===== config.mk =====
export PLATFORM = sky130hd
export DESIGN_NAME = serial_io_slice
export DESIGN_NICKNAME = d
export VERILOG_FILES = /design/src/rtl/slice_pkg.sv /design/src/rtl/slice_shifter.sv /design/src/rtl/slice_match.sv /design/src/rtl/slice_status.sv /design/src/rtl/slice_divider.sv /design/src/rtl/serial_io_slice.sv
export SDC_FILE = /design/constraint.sdc
export NUM_CORES = 1
export LEC_CHECK = 0
export BUFFER_PORTS_ARGS = -buffer_cell sky130_fd_sc_hd__buf_2
export CELL_PAD_IN_SITES_DETAIL_PLACEMENT = 1
export CELL_PAD_IN_SITES_GLOBAL_PLACEMENT = 2
export CORE_ASPECT_RATIO = 0.9
export CORE_UTILIZATION = 23
export CTS_CLUSTER_DIAMETER = 200
export DETAILED_ROUTE_END_ITERATION = 8
export PLACE_DENSITY_LB_ADDON = 0.08
export SYNTH_ARGS = -nofsm -noshare
export SYNTH_HDL_FRONTEND = slang
export SYNTH_HIERARCHICAL = 1
export SYNTH_SLANG_ARGS = --single-unit

===== constraint.sdc =====
create_clock -name clk -period 1.7 [get_ports clk]
set_input_delay 0.255 -clock clk [delete_from_list [all_inputs] [get_ports clk]]
set_output_delay 0.255 -clock clk [all_outputs]
set_load 0.02 [all_outputs]

===== src/rtl/slice_pkg.sv =====
`timescale 1ns/1ps
package slice_pkg;
  localparam int unsigned NUM_CAUSE = 3;
  localparam int unsigned CAUSE_SWAP  = 0;
  localparam int unsigned CAUSE_SHIFT = 1;
  localparam int unsigned CAUSE_MATCH = 2;
  typedef logic [NUM_CAUSE-1:0] cause_t;

  // Entering bit: chain input wins, else the pin in capture mode, else 0.
  function automatic logic pick_enter(input logic chain, input logic out_mode,
                                      input logic pin, input logic chain_bit);
    if (chain) return chain_bit;
    if (out_mode) return 1'b0;
    return pin;
  endfunction
endpackage


===== src/rtl/slice_shifter.sv =====
`timescale 1ns/1ps
module slice_shifter #(
  parameter int unsigned DATA_W = 32,
  parameter int unsigned POS_W  = 8
) (
  input  logic              clk,
  input  logic              rst,
  input  logic              shift_en,
  input  logic              enter_bit,
  input  logic [POS_W-1:0]  pos_reload,
  input  logic              shadow_wr,
  input  logic [DATA_W-1:0] shadow_wdata,
  output logic [DATA_W-1:0] work_q,
  output logic [DATA_W-1:0] shadow_q,
  output logic              swap_evt
);
  logic [POS_W-1:0]  pos_q;
  logic [DATA_W-1:0] shifted;

  function automatic logic [DATA_W-1:0] shift_in(input logic [DATA_W-1:0] w,
                                                 input logic b);
    return {b, w[DATA_W-1:1]};
  endfunction

  assign shifted  = shift_in(work_q, enter_bit);
  assign swap_evt = shift_en && (pos_q == '0);

  always_ff @(posedge clk) begin
    if (rst) begin
      work_q <= '0;
      pos_q  <= pos_reload;
    end else if (shift_en) begin
      if (swap_evt) begin
        work_q <= shadow_q;
        pos_q  <= pos_reload;
      end else begin
        work_q <= shifted;
        pos_q  <= pos_q - POS_W'(1);
      end
    end
  end

  always_ff @(posedge clk) begin
    if (rst) shadow_q <= '0;
    else if (swap_evt) shadow_q <= shifted;
    else if (shadow_wr) shadow_q <= shadow_wdata;
  end


  hold_chk: assert property (@(posedge clk) disable iff (rst)
    !shift_en |=> $stable(work_q));

  shift_chk: assert property (@(posedge clk) disable iff (rst)
    (shift_en && !swap_evt) |=> work_q[DATA_W-2:0] == $past(work_q[DATA_W-1:1]));

  swap_chk: assert property (@(posedge clk) disable iff (rst)
    swap_evt |=> work_q == $past(shadow_q));

  shadow_hold_chk: assert property (@(posedge clk) disable iff (rst)
    (!swap_evt && !shadow_wr) |=> $stable(shadow_q));
endmodule


===== src/rtl/slice_match.sv =====
`timescale 1ns/1ps
module slice_match #(
  parameter int unsigned DATA_W = 32
) (
  input  logic [DATA_W-1:0] word,
  input  logic [DATA_W-1:0] pattern,
  input  logic [DATA_W-1:0] mask,
  output logic              match_evt
);
  function automatic logic masked_equal(input logic [DATA_W-1:0] a,
                                        input logic [DATA_W-1:0] b,
                                        input logic [DATA_W-1:0] dc);
    return ((a ^ b) & ~dc) == '0;
  endfunction

  assign match_evt = masked_equal(word, pattern, mask);
endmodule


===== src/rtl/slice_status.sv =====
`timescale 1ns/1ps
module slice_status
  import slice_pkg::*;
(
  input  logic   clk,
  input  logic   rst,
  input  cause_t set_vec,
  input  cause_t clr_vec,
  input  cause_t en_vec,
  output cause_t status_q,
  output logic   irq
);
  always_ff @(posedge clk) begin
    if (rst) status_q <= '0;
    else status_q <= (status_q & ~clr_vec) | set_vec;
  end

  assign irq = |(status_q & en_vec);


  sticky_chk: assert property (@(posedge clk) disable iff (rst)
    1'b1 |=> (status_q & $past(status_q & ~clr_vec)) == $past(status_q & ~clr_vec));

  set_chk: assert property (@(posedge clk) disable iff (rst)
    (|set_vec) |=> (status_q & $past(set_vec)) == $past(set_vec));
endmodule


===== src/rtl/slice_divider.sv =====
`timescale 1ns/1ps
module slice_divider #(
  parameter int unsigned DIV_W = 7
) (
  input  logic clk,
  input  logic rst,
  input  logic sig,
  output logic edge_evt,
  output logic div_out
);
  logic             prev_q;
  logic [DIV_W-1:0] cnt_q;

  assign edge_evt = sig && !prev_q;

  always_ff @(posedge clk) begin
    if (rst) begin
      prev_q <= 1'b0;
      cnt_q  <= '0;
    end else begin
      prev_q <= sig;
      cnt_q  <= cnt_q + DIV_W'(edge_evt);
    end
  end

  assign div_out = cnt_q[DIV_W-1];


  div_hold_chk: assert property (@(posedge clk) disable iff (rst)
    !edge_evt |=> $stable(cnt_q));
endmodule


===== src/rtl/serial_io_slice.sv =====
`timescale 1ns/1ps
module serial_io_slice
  import slice_pkg::*;
#(
  parameter int unsigned DATA_W = 32,
  parameter int unsigned POS_W  = 8,
  parameter int unsigned DIV_W  = 7
) (
  input  logic              clk,
  input  logic              rst,
  input  logic              shift_en,
  input  logic              dir_out,
  input  logic              use_cascade,
  input  logic              pin_in,
  input  logic              cascade_in,
  input  logic [POS_W-1:0]  pos_reload,
  input  logic [DATA_W-1:0] pattern,
  input  logic [DATA_W-1:0] mask,
  input  logic              shadow_wr,
  input  logic [DATA_W-1:0] shadow_wdata,
  input  logic [NUM_CAUSE-1:0] irq_en,
  input  logic [NUM_CAUSE-1:0] status_clr,
  output logic [DATA_W-1:0] shift_rdata,
  output logic [DATA_W-1:0] shadow_rdata,
  output logic              pin_out,
  output logic              pin_oe,
  output logic              cascade_out,
  output logic              div128_out,
  output logic [NUM_CAUSE-1:0] status,
  output logic              irq
);
  logic   enter_bit;
  logic   swap_evt;
  logic   match_evt;
  logic   edge_evt;
  cause_t set_vec;

  assign enter_bit = pick_enter(use_cascade, dir_out, pin_in, cascade_in);

  slice_shifter #(.DATA_W(DATA_W), .POS_W(POS_W)) u_shift (
    .clk(clk), .rst(rst), .shift_en(shift_en), .enter_bit(enter_bit),
    .pos_reload(pos_reload), .shadow_wr(shadow_wr), .shadow_wdata(shadow_wdata),
    .work_q(shift_rdata), .shadow_q(shadow_rdata), .swap_evt(swap_evt)
  );

  slice_match #(.DATA_W(DATA_W)) u_match (
    .word(shift_rdata), .pattern(pattern), .mask(mask), .match_evt(match_evt)
  );

  always_comb begin
    set_vec = '0;
    set_vec[CAUSE_SWAP]  = swap_evt;
    set_vec[CAUSE_SHIFT] = shift_en;
    set_vec[CAUSE_MATCH] = match_evt;
  end

  slice_status u_status (
    .clk(clk), .rst(rst), .set_vec(set_vec), .clr_vec(status_clr),
    .en_vec(irq_en), .status_q(status), .irq(irq)
  );

  assign pin_out     = shift_rdata[0];
  assign cascade_out = shift_rdata[0];
  assign pin_oe      = dir_out;

  slice_divider #(.DIV_W(DIV_W)) u_div (
    .clk(clk), .rst(rst), .sig(pin_out), .edge_evt(edge_evt), .div_out(div128_out)
  );


  match_set_chk: assert property (@(posedge clk) disable iff (rst)
    match_evt |=> status[CAUSE_MATCH]);

  swap_flag_chk: assert property (@(posedge clk) disable iff (rst)
    swap_evt |=> status[CAUSE_SWAP]);
endmodule


* Yosys cells after proc, flatten, opt, wreduce, memory -nomap -nowiden
Index checks and enable logic that the tools add are counted. W data, S select, Z words.
Cells by class: bitwise operators 7, add/subtract/negate cells 2, reductions and logical operators 8, mux-type cells 13
Operator list (count):
- $mux W32 | 3
- $and A32 B32 Y32 | 1
- $logic_not A32 Y1 | 1
- $not A32 Y32 | 1
- $xor A32 B32 Y32 | 1
- $mux W8 | 3
- $logic_not A8 Y1 | 1
- $sub A8 B1 Y8 const B | 1
- $add A7 B1 Y7 | 1
- $mux W1 | 7
- $and A3 B3 Y3 | 2
- $reduce_bool A2 Y1 | 2
- $not A3 Y3 | 1
- $or A3 B3 Y3 | 1
- $reduce_or A3 Y1 | 1
- $logic_and A1 B1 Y1 | 2
- $logic_not A1 Y1 | 1
Storage, ports and cells: register bits 83, input bits 118, word-level logic and storage cells 36, output and inout port bits 72

* Longest topological paths before layout
Gate-level depths: netlist of the first run.
depth in word-level cells 5, depth in mapped cells 8, gate-level depth less buffers 7

* Hierarchy
The synthesis of the first run kept the hierarchy.
By module, submodules not included:
- slice_shifter | instances 1, seq. area each 1521.5 um2, area an instance 3265.6 um2, cells each 370
- slice_match | instances 1, seq. area each 0.0 um2, area an instance 414.1 um2, cells each 53
- slice_divider | instances 1, seq. area each 160.2 um2, area an instance 304.0 um2, cells each 30
- slice_status | instances 1, seq. area each 60.1 um2, area an instance 118.9 um2, cells each 14
- serial_io_slice | instances 1, seq. area each 0.0 um2, area an instance 41.3 um2, cells each 6

* Worst setup path after synthesis of the first run
No wires, ideal clock.
path kind register to register, start point reg u_shift.pos_q[0], end point reg u_shift.work_q[22], library setup time 91 ps, path slack -40 ps, buffers on the path 1, clock period less this slack 1740 ps, required time 1609 ps, data arrival time 1649 ps, stages on the path, launching flop included 9, cell sequence edfxtp_1 > inv_1 > ha_1 > nor3b_4 > nand3_4 > inv_2 > buf_6 > nand2_1 > a311oi_1
On the way: cells in the longest elaborated chain, start to end 3
Ends and longest elaborated chain:
- start: declaration | RTL line slice_shifter.sv:17 | logic [POS_W-1:0] pos_q;
- start signal: assignment | RTL line slice_shifter.sv:31 | pos_q <= pos_reload;
- start signal: assignment | RTL line slice_shifter.sv:35 | pos_q <= pos_reload;
- start signal: assignment | RTL line slice_shifter.sv:38 | pos_q <= pos_q - POS_W'(1);
- $logic_not A8 Y1 | RTL line slice_shifter.sv:26 | assign swap_evt = shift_en && (pos_q == '0);
- $logic_and A1 B1 Y1 | RTL line slice_shifter.sv:26
- $mux W32 | RTL line slice_shifter.sv:33 | if (swap_evt) begin
- end signal: assignment | RTL line slice_shifter.sv:34 | work_q <= shadow_q;
- end signal: assignment | RTL line slice_shifter.sv:37 | work_q <= shifted;
- end: declaration | RTL line slice_shifter.sv:13 | output logic [DATA_W-1:0] work_q,
Every way passes these cells. A chain may end at the register's enable or synchronous reset.

* Final worst setup path of the first run
start point reg u_shift.pos_q[1], end point reg u_shift.pos_q[0] (data pin)
On the way: cells in the longest elaborated chain, start to end 5
Ends and longest elaborated chain:
- $logic_not A8 Y1 | RTL line slice_shifter.sv:26
- $logic_and A1 B1 Y1 | RTL line slice_shifter.sv:26
- $mux W8 | RTL line slice_shifter.sv:33
- $mux W8 | RTL line slice_shifter.sv:32 | end else if (shift_en) begin
- $mux W8 | RTL line slice_shifter.sv:29 | if (rst) begin
Every way passes these cells. The select of a mux whose other input is x is not followed.

==> metrics.yaml, run 1 <==
post_drt_wl_per_cell_um: 17.77
firstDrtPassIters: 4
ys_ff_latch: 83
crit_chain: "inv_1 > ha_4 > nor3b_4 > buf_6 > buf_4 > a31oi_4 > mux2_2"
slowest_delay_ns: 0.36
fin_skew_ns: 0.009811
muxShareOfSynthArea_pct: 8.001
yosys.area_share.simple_pct: 17.72
hold_viol_final: 0
top_layer_used: "met5"
htree_levels: 3
clock.fmax_ghz: 0.5485
end_kind: "flop"
criticalPathCategory: "reg2reg"
p_sw_w: 0.001553
cts_root_buffer: "clkbuf_16"
synthFlopType: "dfxtp_1"
die_w_um: 143.5
worstPathArrival_ns: 1.92
clock_sinks: 83
grt_max_degree: 67
met2_length_mm: 7.949
synth_nets: 594
row_count: 46
min_to: "u_status/status_q[2]"
coreArea_um2: 17610
pin_count: 190
synth-xor-area-share_pct: 8.031
synth_top_family_by_area: "compound AO/OA/AOI/OAI gates"
worst_pin_slew_ns: 0.3714
p_comb_share_pct: 20.1
cellPowerDensity_nw_per_um2: 826.2
synth_edf_count: 8
holdPathStages: 3
r2r_start: "u_shift/pos_q[1]"
period_minus_slack_ns: 1.823
maxCapViolCount: 0
drt_iter0_markers: 154
vias_per_cell: 4.619
io_buffers: 189
p_leak_nw: 2.895
antenna_found_initial: 2
clock_power_share_pct: 39.1
start_util_pct: 23.53
path_delay_family: "flip-flops"
pwr-share-seq_pct: 40.8
reg2reg_to: "u_shift/pos_q[0]"
syn_inst: 473
drc: 0
cp_max_fo: 4
num_vias: 4351
rsz0062_at_grt: "yes"
slowest_stage: "edfxtp_1"
fillCellCount: 2122
slew_viol_final: 0
ff2ff_setup_slack_ns: -0.12
slew_headroom_pct: 75.24
area_growth_pct: 58.97
layout-drive-gt1-share_pct: 51.57
grt_util_all_layers_pct: 17.75
tns_ns: -2.168
p_int_w: 0.003890
clkTransAtPathRegs_ns: 0.07
cts_tree: "yes"
peakVddDrop_uv: 444.7
status: "complete, but fails checks"
place.gp.congestion: 0.7692
chipHeight_um: 129.3
wl_met1_mm: 7.721
hp-class: "in2reg"
setup-violations-final: 54
diodes: 0
fin_util_pct: 37.40
whs_ns: 0.1870
dp_hpwl_mm: 11.99
ys_types: 40
cts_buffers: 9
synth_fa_ha_area_share_pct: 0.9058
wirelength_mm: 16.74
sw_frac_of_total_pct: 28.54
path_buf_inv: 3
rr_worst_depth: 7
period_share_pct: 107.2
ys_seq_area_share_pct: 42.03
postRouteAntennaNets: 0
cp.required_ns: 1.80
dp_slack_ns: -0.2047
violations: "setup timing"
dr_wl_met3_um: 899
gr-total-overflow: 0
min_from: "status_clr[2]"
cts_buffer_depth: 2
die_area_um2: 18560
avgSynthCellArea_um2: 8.761
grt_pass1_wl_mm: 24.83
clk_latency_ns: 0.35
synth_compound_area_share_pct: 18.27
worst_setup_path_start_kind: "flop"
yosys_warnings: 6
fin_nets: 818
grt_pass1_vias: 4468
fin_ws_ns: -0.1231
cp-startpoint: "u_shift/pos_q[1]"
synthArstFlopShare_pct: 0
synth.cell_area_um2: 4144
## how the worst max path moves through the flow
| stage | end | slack, ns | cells after the start |
|---|---|---|---|
| 2_1_floorplan | u_shift/shadow_q[10] | -0.02 | 7 |
| 6_report | u_shift/pos_q[0] | -0.12 | 7 |
| 3_3_place_gp | u_status/status_q[2] | -0.20 | 8 |
| 3_5_place_dp | u_status/status_q[2] | -0.20 | 8 |
| 5_1_grt | u_shift/pos_q[0] | -0.20 | 7 |
| 4_1_cts | u_shift/work_q[14] | -0.13 | 9 |
## cells in the final DEF (no fill, tap or decap), types with 3 or more instances in the layout
cell	count
nor4_1	3
dfxtp_2	3
a311oi_1	14
nor2b_1	6
a211oi_1	12
xnor2_1	35
nand2_4	3
buf_12	9
buf_4	44
mux2i_1	32
buf_6	4
o21ai_0	3
buf_2	189
a211oi_2	21
a311oi_2	18
nor2_2	21
a21oi_1	9
dfxtp_1	72
nand2_1	52
nor2_1	50
nor2_4	4
o22ai_1	16
nand2_2	11
nand2b_1	4
inv_1	7
clkbuf_16	12
edfxtp_1	8
## Yosys cell counts, types with 2 or more instances
cell      count  area [um2]
ha_1          3       37.54
buf_6         3       33.78
buf_2         5       25.02
nor2_1       75       281.5
a211oi_1     33       247.7
clkbuf_1     21       78.83
a21oi_1      11       55.05
nor2b_1       6       37.54
xnor2_1      36       315.3
a31oi_1       2       12.51
or3_1         2       12.51
nor4_1        5       31.28
buf_4         3       22.52
nand3_1       2       10.01
mux2i_1      32       320.3
nand2b_1      4       25.02
a311oi_1     32       280.3
dfxtp_1      75        1501
nand2_1      66       247.7
xor2_1        2       17.52
buf_1         4       15.01
o21ai_0       3       15.01
edfxtp_1      8       240.2
o22ai_1      16       100.1
nand4_1       2       12.51
inv_1         8       30.03
## sequential cells by signal, indices dropped and copies added (netlist names)
signal	count
u_status/status_q	3
u_shift/shadow_q	32
u_shift/pos_q	8
u_div/prev_q	1
u_shift/work_q	32
u_div/cnt_q	7
## timing repair
item                       4_1_cts  5_1_grt
setup endpoints to repair       65       73
pin swaps                       13       20
buffers inserted                 1        4
hold buffers                     0        0
gates resized for setup         28       78
gates cloned                     0        3
## final cells by class
class / instances / area [um2] / share of cell area, %
clock buffers: 12 / 267.8 / 4.065
clock inverters: 4 / 55.05 / 0.8357
inverters: 9 / 41.29 / 0.6268
multi-input cells: 345 / 2599 / 39.45
flip-flops and latches: 83 / 1745 / 26.50
well taps: 240 / 300.3 / 4.558
repair buffers: 249 / 1579 / 23.97
## worst register-to-register path: stages (launching register included)
cell	delay [ns]
edfxtp_1	0.36
inv_1	0.07
ha_4	0.16
nor3b_4	0.14
buf_6	0.13
buf_4	0.14
a31oi_4	0.21
mux2_2	0.36
## metal layers
layer	global-route usage (%)	up-vias
li1	-	2127
met1	22.99	2106
met2	29.07	101
met3	4.989	13
met4	4.318	4
met5	0	-
## cells by family (layout without fill, tap and decap cells)
group / after synthesis / after routing
fa+ha+maj: 3 / 3
xor+xnor: 38 / 38
flops: 83 / 83
buf+inv: 45 / 274
mux: 33 / 33
compound gates: 102 / 102
simple gates: 169 / 169
## stage by stage
stage	cells	total power [W]	cell area, um2
5_1_grt	942	0.005687	6588
3_3_place_gp	919	0.003258	5743
6_report	942	0.005443	6588
4_1_cts	936	0.005448	6177
3_5_place_dp	919	0.003269	5743
2_1_floorplan	473	0.002764	4156
## power groups by stage
stage,Clock [W],Combinational [W],Sequential [W]
global route,0.00226,0.00119,0.00224
CTS,0.00220,0.00103,0.00222
floorplan,0,0.000395,0.00237
global placement,0,0.00100,0.00226
finish,0.00213,0.00109,0.00222
detailed placement,0,0.00101,0.00226
Power figures use the tool's default switching activity.
==> run 2: changes to the inputs <==
--- a/config.mk
+++ b/config.mk
@@ -5,13 +5,14 @@
 export SDC_FILE = /design/constraint.sdc
 export NUM_CORES = 1
 export LEC_CHECK = 0
-export BUFFER_PORTS_ARGS = -buffer_cell sky130_fd_sc_hd__buf_2
 export CELL_PAD_IN_SITES_DETAIL_PLACEMENT = 1
 export CELL_PAD_IN_SITES_GLOBAL_PLACEMENT = 2
 export CORE_ASPECT_RATIO = 0.9
-export CORE_UTILIZATION = 23
+export CORE_UTILIZATION = 31
 export CTS_CLUSTER_DIAMETER = 200
 export DETAILED_ROUTE_END_ITERATION = 8
+export DONT_BUFFER_PORTS = 1
+export HOLD_SLACK_MARGIN = 0.03
 export PLACE_DENSITY_LB_ADDON = 0.08
 export SYNTH_ARGS = -nofsm -noshare
 export SYNTH_HDL_FRONTEND = slang
==> run 2 against run 1 <==
Against the previous run:
- the run ends with hold timing, setup timing left
- count of clock-buffer cells in the layout is 3 lower
- fmax increased by 3.6%
- hold slack got worse by 0.22 ns
- total power decreased by 9.1%
- critical path depth is 1 higher
- cell count is 27% lower
- non-clock buffer count shrank 182
==> metrics.yaml, run 2 (synthesis gave the netlist of run 1 again) <==
status: "complete, but fails checks"
violations: "hold timing, setup timing"
period_share_pct: 103.5  # -3.8 points
postCtsHoldBufs: 3  # +3
tns_ns: -0.6400  # +1.528 ns
htree_levels: 3  # unchanged
wirelength_mm: 14.87  # -11%
fin_util_pct: 42.59  # +5.2 points
die_area_um2: 13830  # -25%
rr_worst_depth: 8  # +1
cellPowerDensity_nw_per_um2: 901.9  # +9.2%
cp.required_ns: 1.95  # +0.15 ns
chipHeight_um: 111.7  # -14%
maxCapViolCount: 0  # unchanged
end_kind: "flop"
num_vias: 3779  # -13%
drt_iter0_markers: 168  # +9.1%
cp_max_fo: 8  # +4
gr-total-overflow: 0  # unchanged
vias_per_cell: 5.525  # +20%
cts_buffers: 9  # unchanged
die_w_um: 123.9  # -14%
worst_setup_path_start_kind: "flop"
firstDrtPassIters: 4  # unchanged
pin_count: 190  # unchanged
postRouteAntennaNets: 0  # unchanged
grt_pass1_vias: 3761  # -16%
ff2ff_setup_slack_ns: -0.06  # +0.06 ns
dp_slack_ns: -0.1402  # +0.06454 ns
rsz0062_at_grt: "yes"
fin_ws_ns: -0.05901  # +0.06411 ns
clkTransAtPathRegs_ns: 0.07  # about the same
worst_pin_slew_ns: 0.4369  # +0.06548 ns
cts_buffer_depth: 2  # unchanged
antenna_found_initial: 0  # -2
row_count: 39  # -15%
setup-violations-final: 31  # -43%
layout_commonest_cell: "dfxtp_1"
period_minus_slack_ns: 1.759  # -0.06411 ns
hold_viol_final: 6  # +6
cp-startpoint: "u_shift/pos_q[0]"
clock.fmax_ghz: 0.5685  # +3.6%
layout-drive-gt1-share_pct: 29.81  # -22 points
fin_nets: 636  # -22%
mostFrequentLayoutCells: "dfxtp_1, nor2_1, buf_4, nand2_1, xnor2_1"
grt_max_degree: 81  # +21%
clock_sinks: 83  # unchanged
reg2reg_to: "u_shift/work_q[2]"
dp_hpwl_mm: 10.04  # -16%
whs_ns: -0.03134  # -0.2183 ns
post_drt_wl_per_cell_um: 21.74  # +22%
crit_end: "u_shift/work_q[2]"
drc: 0  # unchanged
r2r_start: "u_shift/pos_q[0]"
criticalPathCategory: "reg2reg"
holdPathStages: 1  # -2
top_regs: "u_shift/shadow_q x32, u_shift/work_q x32, u_shift/pos_q x8"
grt_pass1_wl_mm: 21.29  # -14%
area_growth_pct: 32.40
slew_viol_final: 0  # unchanged
io_buffers: 0  # -100%
p_leak_nw: 2.125  # -27%
peakVddDrop_uv: 562.0  # +26%
clk_latency_ns: 0.35  # about the same
coreArea_um2: 12880  # -27%
place.gp.congestion: 0.7944  # +3.3%
cts_root_buffer: "clkbuf_16"
cts_tree: "yes"
worstPathArrival_ns: 2.01  # +0.09 ns
start_util_pct: 32.17  # +8.6 points
fin_skew_ns: 0.008533  # -0.001278 ns
diodes: 0  # unchanged
slew_headroom_pct: 70.60  # -4.6 points
hp-class: "in2reg"
grt_util_all_layers_pct: 20.54  # +2.8 points
run 2: per-stage QoR:
step | cells | area, um2 | total power, W
3_3_place_gp | 656 | 4654 | 0.002929
2_1_floorplan | 473 | 4156 | 0.002764
4_1_cts | 679 | 5130 | 0.004981
5_1_grt | 684 | 5487 | 0.005161
6_report | 684 | 5487 | 0.004949
3_5_place_dp | 656 | 4654 | 0.002941
run 2: area by class of cell:
class	count	area (um2)
Inverter	9	46.29
Fill cell	1506	7396
Multi-Input combinational cell	345	2519
Clock inverter	7	67.56
Timing Repair Buffer	67	680.7
Clock buffer	9	225.2
Sequential cell	83	1743
Tap cell	164	205.2
run 2: how the worst min path moves through the flow:
| stage | startpoint | to | slack [ns] |
|---|---|---|---|
| after floorplan | rst | u_div/cnt_q[5] | 0.32 |
| after global placement | rst | u_status/status_q[0] | 0.33 |
| after detailed placement | rst | u_status/status_q[0] | 0.33 |
| after CTS | rst | u_status/status_q[0] | -0.04 |
| after global routing | rst | u_status/status_q[0] | -0.05 |
| final | rst | u_status/status_q[0] | -0.03 |
run 2: power by group:
part / leakage, nW / switching [W] / internal, W / total [W]
Clock: 0.145 / 0.000837 / 0.00113 / 0.00197
Combinational: 1.28 / 0.000346 / 0.000344 / 0.000690
Sequential: 0.698 / 0.000184 / 0.00210 / 0.00229
run 2: layer usage:
metal | GRT usage, % | wire, um | share of wire (%)
met3 | 7.889 | 1045 | 7.0
met5 | 0 | 0 | 0
met1 | 26.21 | 6581 | 44
met2 | 32.19 | 7067 | 48
met4 | 5.221 | 172 | 1.2
run 2: critical path: stages, from the launching register on:
cell and delay [ns]:
edfxtp_1 0.40, inv_2 0.10, ha_4 0.13, nor3b_4 0.25, nand3_4 0.17, clkinv_8 0.13
clkbuf_16 0.17, nand2_1 0.06, a311oi_1 0.24
run 2: repair_timing:
item | CTS | global route
setup buffers | 3 | 0
gates resized for setup | 31 | 55
pin swaps | 18 | 19
endpoints found under the setup margin | 43 | 69
gates cloned | 1 | 5
hold endpoints to repair | 75 | 72
